## config.mk

```make
export PLATFORM = sky130hd
export DESIGN_NAME = mdio_master
export DESIGN_NICKNAME = d
export VERILOG_FILES = /design/src/rtl/mdio_pkg.sv /design/src/rtl/mdio_clkgen.sv /design/src/rtl/mdio_shifter.sv /design/src/rtl/mdio_hs.sv /design/src/rtl/mdio_master.sv
export SDC_FILE = /design/constraint.sdc
export NUM_CORES = 1
export LEC_CHECK = 0
export BUFFER_PORTS_ARGS = -buffer_cell sky130_fd_sc_hd__buf_2
export CELL_PAD_IN_SITES_DETAIL_PLACEMENT = 0
export CELL_PAD_IN_SITES_GLOBAL_PLACEMENT = 1
export CORE_MARGIN = 4
export CORE_UTILIZATION = 40
export CTS_CLUSTER_SIZE = 30
export DETAILED_ROUTE_END_ITERATION = 6
export PLACE_DENSITY = 0.74
export RECOVER_POWER = 100
export SLEW_MARGIN = 20
export SYNTH_ARGS = -nofsm -noshare
export SYNTH_HDL_FRONTEND = slang
export SYNTH_HIERARCHICAL = 1
export SYNTH_SLANG_ARGS = --single-unit
```

## constraint.sdc

```tcl
create_clock -name clk_i -period 6.8 [get_ports clk_i]
set_clock_uncertainty 0.05 [all_clocks]
set_input_delay 0.68 -clock clk_i [delete_from_list [all_inputs] [get_ports clk_i]]
set_output_delay 0.68 -clock clk_i [all_outputs]
set_load 0.02 [all_outputs]
```

## src/rtl/mdio_pkg.sv

```systemverilog
package mdio_pkg;
  localparam int unsigned FRAME_LEN = 64;
  localparam int unsigned PRE_LEN   = 32;
  localparam int unsigned TA_IDX    = 46;
  localparam int unsigned DATA_IDX  = 48;
  localparam int unsigned DATA_W    = 16;
  localparam int unsigned ADDR_W    = 10;
  localparam int unsigned OP_W      = 2;
  localparam int unsigned CNT_W     = $clog2(FRAME_LEN);
  localparam logic [OP_W-1:0] OP_READ = 2'b10;

  function automatic logic [FRAME_LEN-1:0] build_frame(
    input logic [OP_W-1:0]   op,
    input logic [ADDR_W-1:0] addr,
    input logic [DATA_W-1:0] wd
  );
    logic rd;
    rd = (op == OP_READ);
    return {{PRE_LEN{1'b1}}, 2'b01, op, addr[9:5], addr[4:0],
            rd ? 2'b00 : 2'b10, rd ? {DATA_W{1'b0}} : wd};
  endfunction
endpackage

```

## src/rtl/mdio_clkgen.sv

```systemverilog
module mdio_clkgen #(
  parameter int unsigned DIV_W = 8
) (
  input  logic             clk_i,
  input  logic             rst_ni,
  input  logic             run_i,
  input  logic [DIV_W-1:0] div_i,
  output logic             mdc_o,
  output logic             rise_o,
  output logic             fall_o
);
  logic [DIV_W-1:0] cnt_q;
  logic             mdc_q;
  logic             hit;

  assign hit = run_i && (cnt_q == div_i);

  always_ff @(posedge clk_i or negedge rst_ni) begin
    if (!rst_ni) begin
      cnt_q <= '0;
      mdc_q <= 1'b0;
    end else if (!run_i) begin
      cnt_q <= '0;
      mdc_q <= 1'b0;
    end else if (hit) begin
      cnt_q <= '0;
      mdc_q <= ~mdc_q;
    end else begin
      cnt_q <= cnt_q + 1'b1;
    end
  end

  assign mdc_o  = mdc_q;
  assign rise_o = hit & ~mdc_q;
  assign fall_o = hit & mdc_q;
endmodule

```

## src/rtl/mdio_shifter.sv

```systemverilog
module mdio_shifter
  import mdio_pkg::*;
(
  input  logic                 clk_i,
  input  logic                 rst_ni,
  input  logic                 load_i,
  input  logic [FRAME_LEN-1:0] frame_i,
  input  logic                 is_read_i,
  input  logic                 rise_i,
  input  logic                 fall_i,
  input  logic                 mdio_i,
  output logic                 mdio_o,
  output logic                 oe_o,
  output logic                 done_o,
  output logic [DATA_W-1:0]    rdata_o
);
  localparam logic [CNT_W-1:0] LAST_POS = CNT_W'(FRAME_LEN - 1);
  localparam logic [CNT_W-1:0] TA_POS   = CNT_W'(TA_IDX);
  localparam logic [CNT_W-1:0] DATA_POS = CNT_W'(DATA_IDX);

  logic [FRAME_LEN-1:0] sr_q;
  logic [CNT_W-1:0]     bit_q;
  logic [CNT_W-1:0]     nxt;
  logic                 oe_q;
  logic                 rd_q;
  logic [DATA_W-1:0]    cap_q;
  logic [DATA_W-1:0]    rdata_q;
  logic                 last;

  assign last   = (bit_q == LAST_POS);
  assign nxt    = bit_q + 1'b1;
  assign done_o = fall_i & last;

  always_ff @(posedge clk_i or negedge rst_ni) begin
    if (!rst_ni) begin
      sr_q  <= '0;
      bit_q <= '0;
      oe_q  <= 1'b0;
      rd_q  <= 1'b0;
    end else if (load_i) begin
      sr_q  <= frame_i;
      bit_q <= '0;
      oe_q  <= 1'b1;
      rd_q  <= is_read_i;
    end else if (fall_i) begin
      if (last) begin
        oe_q <= 1'b0;
      end else begin
        sr_q  <= sr_q << 1;
        bit_q <= nxt;
        oe_q  <= !(rd_q && (nxt >= TA_POS));
      end
    end
  end

  // capture reply on rising MDC during data bits
  always_ff @(posedge clk_i or negedge rst_ni) begin
    if (!rst_ni) begin
      cap_q <= '0;
    end else if (rise_i && rd_q && (bit_q >= DATA_POS)) begin
      cap_q <= {cap_q[DATA_W-2:0], mdio_i};
    end
  end

  always_ff @(posedge clk_i or negedge rst_ni) begin
    if (!rst_ni) begin
      rdata_q <= '0;
    end else if (done_o && rd_q) begin
      rdata_q <= cap_q;
    end
  end

  assign mdio_o  = oe_q & sr_q[FRAME_LEN-1];
  assign oe_o    = oe_q;
  assign rdata_o = rdata_q;
endmodule

```

## src/rtl/mdio_hs.sv

```systemverilog
module mdio_hs (
  input  logic clk_i,
  input  logic rst_ni,
  input  logic req_i,
  input  logic sel_i,
  input  logic done_i,
  output logic accept_o,
  output logic busy_o
);
  logic busy_q;

  assign accept_o = req_i & sel_i & ~busy_q;

  always_ff @(posedge clk_i or negedge rst_ni) begin
    if (!rst_ni)       busy_q <= 1'b0;
    else if (accept_o) busy_q <= 1'b1;
    else if (done_i)   busy_q <= 1'b0;
  end

  assign busy_o = busy_q;
endmodule

```

## src/rtl/mdio_master.sv

```systemverilog
module mdio_master
  import mdio_pkg::*;
#(
  parameter int unsigned DIV_W = 8
) (
  input  logic              clk_i,
  input  logic              rst_ni,
  input  logic [DIV_W-1:0]  clk_div_i,
  input  logic              sel_i,
  input  logic              req_i,
  input  logic [OP_W-1:0]   op_i,
  input  logic [ADDR_W-1:0] addr_i,
  input  logic [DATA_W-1:0] wdata_i,
  output logic [DATA_W-1:0] rdata_o,
  output logic              rdy_o,
  output logic              mdc_o,
  output logic              mdio_o,
  output logic              mdio_oe_o,
  input  logic              mdio_i
);
  logic accept, busy, done, rise, fall;
  logic [FRAME_LEN-1:0] frame;

  assign frame = build_frame(op_i, addr_i, wdata_i);

  mdio_hs u_hs (
    .clk_i    (clk_i),
    .rst_ni   (rst_ni),
    .req_i    (req_i),
    .sel_i    (sel_i),
    .done_i   (done),
    .accept_o (accept),
    .busy_o   (busy)
  );

  mdio_clkgen #(.DIV_W(DIV_W)) u_clk (
    .clk_i  (clk_i),
    .rst_ni (rst_ni),
    .run_i  (busy),
    .div_i  (clk_div_i),
    .mdc_o  (mdc_o),
    .rise_o (rise),
    .fall_o (fall)
  );

  mdio_shifter u_sh (
    .clk_i     (clk_i),
    .rst_ni    (rst_ni),
    .load_i    (accept),
    .frame_i   (frame),
    .is_read_i (op_i == OP_READ),
    .rise_i    (rise),
    .fall_i    (fall),
    .mdio_i    (mdio_i),
    .mdio_o    (mdio_o),
    .oe_o      (mdio_oe_o),
    .done_o    (done),
    .rdata_o   (rdata_o)
  );

  assign rdy_o = ~busy;
endmodule

```

==> results by group <==
Run status
  • Status: finished, violations left
  • Failing checks: capacitance limit, slew limit

Global routing
  • Gr ovfl total: 0
  • Initial antenna violation count: 0
  • First-pass GRT wire length: 16800 µm
  • Number of global-route vias before repair: 3536
  • Pin count of the biggest net entering global routing: 92
  • Tot GR Track Use: 13.2%

Synthesis
  • Top_reg_cell synth: dfrtp_1
  • Post-synthesis sequential area ratio: 52.6%
  • Yosys warns: 6
  • Gate Count Post-Synth: 475
  • Top-count cell post-synth: dfrtp_1
  • Number of enable flip-flop cells after synthesis: 0
  • Area share of the largest cell type after synthesis: 52.6%
  • Post-synth ARST share: 100%
  • Main area contributors after synthesis: dfrtp_1 (53%), mux2i_1 (12%), o21ai_0 (6.1%)
  • Synth top cells by count: dfrtp_1 (114), nand2_1 (72), o21ai_0 (66), mux2i_1 (65), mux2_2 (23)
  • Leading area contributor after synthesis: dfrtp_1
  • Syn Area/Cell: 11.4 µm²
  • Mapped Area: 5420 µm²
  • Seq cells post-synth: 114
  • Library cells used by synthesis: 42

Critical path
  • Crit path cell chain: nor2_1, buf_4, mux2_2
  • Slowest Stage Delay on Critical Path: 1820 ps
  • Startpoint types: flop
  • CP top delay family: simple AND/OR/NAND/NOR gates
  • WP buf/inv: 1
  • CP required: 7040 ps
  • CP max-delay cell: nor2_1
  • Data arrival, critical path: 3940 ps
  • Setup crit end kind: flop
  • Crit Path Class: reg2reg
  • Crit Path Max Fanout: 91

Route
  • Post-Route WL: 9440 µm
  • Drc violations: 0
  • Initial DRC count: 160
  • Vias: 3545
  • Vias per inst: 4.71
  • Post-route ant nets: 0
  • 1st-pass router iterations: 4
  • Wire length per cell: 12.6 µm

CTS
  • Worst-Skew Late Latency: 410 ps
  • Cts hold-fix bufs: 0
  • CTS tree: built
  • Clk sink count: 114
  • CTS clk-pin slew, worst paths: 50 ps
  • Inserted Clock Buffers: 17
  • Clk buf depth: 2
  • Post-CTS Setup Repair Bufs: 0
  • Clock Tree Root: clkbuf_16
  • PostCTS Resize Cnt: 0
  • H-tree depth: 4

Timing
  • RSZ-0062 raised after global routing: no
  • Worst Tran Pin Value: 2440 ps
  • Total negative setup slack: 0 ps
  • Fmax: 0.270 GHz
  • Setup Viol. Count Final: 0
  • Final hold vios: 0
  • Relative slew slack: -62.9%
  • Hold_ws: 427 ps
  • Final period util: 54.4%
  • Final Max Slew Viols: 79
  • Final min period: 3700 ps

Floorplanning
  • Row count: 42
  • Die ar.: 15500 µm²
  • Effective utilization at floorplan: 40.9%
  • Die span in x: 124 µm
  • Num ports: 61
  • Die Ht: 124 µm
  • Core Footprint: 13200 µm²

Power and ir drop
  • Pwr per Cell Area: 308 nW/µm²
  • Peak supply drop: 0.000164 V
  • LEAKAGE: 3.36 nW
  • Pwr Total: 1.99 mW

Finish
  • Cell area after layout: 6440 µm²
  • FILL cells: 1251
  • P&R area growth vs syn: 18.7%
  • Ratio of cells with drive above 1 in the final layout: 20.3%
  • Antenna cells: 0
  • Nets: 607

Job
  • Max cap viols: 2

Worst hold path
  • Hold/Removal Path Class: in2reg

Placed design
  • Post-DP Area: 5900 µm²
  • HPWL after DPL: 5890 µm
  • Port Buffers: 60
  • Routability cong.: 0.734
-- cells by family after synthesis --
group / Yosys count / share of synthesized area [%]
fa+ha+maj: 3 / 0.692
flops: 114 / 52.6
other cells: 2 / 0.139
compound gates: 80 / 7.94
simple gates: 128 / 12.1
buf+inv: 33 / 4.20
mux: 98 / 19.5
xor+xnor: 17 / 2.75
-- placed cells by master (no fill, tap or decap), types with 10 or more instances in the layout --
cell type / Yosys / layout
buf_2: 2 / 39
clkbuf_1: 15 / 21
clkbuf_16: 0 / 17
conb_1: 2 / 35
dfrtp_1: 114 / 114
mux2_1: 0 / 10
mux2_2: 23 / 23
mux2i_1: 65 / 65
nand2_1: 72 / 73
nor2_1: 14 / 14
o21ai_0: 66 / 67
xnor2_1: 11 / 11
-- state kept, by name (all words and copies together), names as in the netlist --
register      cells
u_sh/rdata_o     16
u_sh/cap_q       16
u_clk/cnt_q       8
u_sh/oe_o         1
u_sh/rd_q         1
u_sh/sr_q        64
u_hs/busy_o       1
u_clk/mdc_o       1
u_sh/bit_q        6
-- final timing paths --
path | start | endpoint | slack [ps] | cells past startpoint
worst max-delay path | u_hs/busy_o | u_sh/rd_q | 3100 | 3
worst min-delay path | addr_i[5] | u_sh/sr_q[23] | 430 | 3
worst max register to register | u_hs/busy_o | u_sh/rd_q | 3100 | 3
worst min register to register | u_sh/rdata_o[8] | u_sh/rdata_o[8] | 440 | 1
max in group asynchronous | rst_ni | u_sh/sr_q[0] | 4590 | 2
min in group asynchronous | rst_ni | u_clk/cnt_q[5] | 630 | 1
-- layer usage --
metal | global-route usage (%) | routed length [µm] | share of wire (%) | vias up
li1 | - | - | - | 1783
met5 | 0 | 0 | 0 | -
met2 | 20.1 | 4410 | 47 | 67
met1 | 17.3 | 4450 | 47 | 1679
met4 | 6.00 | 174 | 1.8 | 0
met3 | 4.12 | 403 | 4.3 | 16
-- power breakdown --
part	internal (mW)	switching [mW]
registers	0.775	0.0698
clock network	0.631	0.309
logic	0.103	0.0973
total	1.51	0.476
-- worst reg2reg max path, cell delays in order (launching register included) --
cell and delay [ps]:
dfrtp_1 450, nor2_1 1820, buf_4 840, mux2_2 420
-- stage by stage --
step	setup slack, ps	cells	utilization (%)
floorplan	4390	508	-
global placement	3890	720	44.6
detailed placement	3830	720	44.6
CTS	4120	752	49.4
global route	2640	752	48.6
finish	3100	752	48.6
-- layout make-up --
type / count / area (µm²) / share of cell area [%]
sequential: 114 / 2850 / 44.3
multi-input combinational: 361 / 2410 / 37.4
clock buffer: 19 / 453 / 7.04
timing repair buffer: 63 / 300 / 4.66
tap: 176 / 220 / 3.42
clock inverter: 13 / 183 / 2.84
inverter: 6 / 22.5 / 0.350
Note: power is estimated with default switching activity, not from simulation.
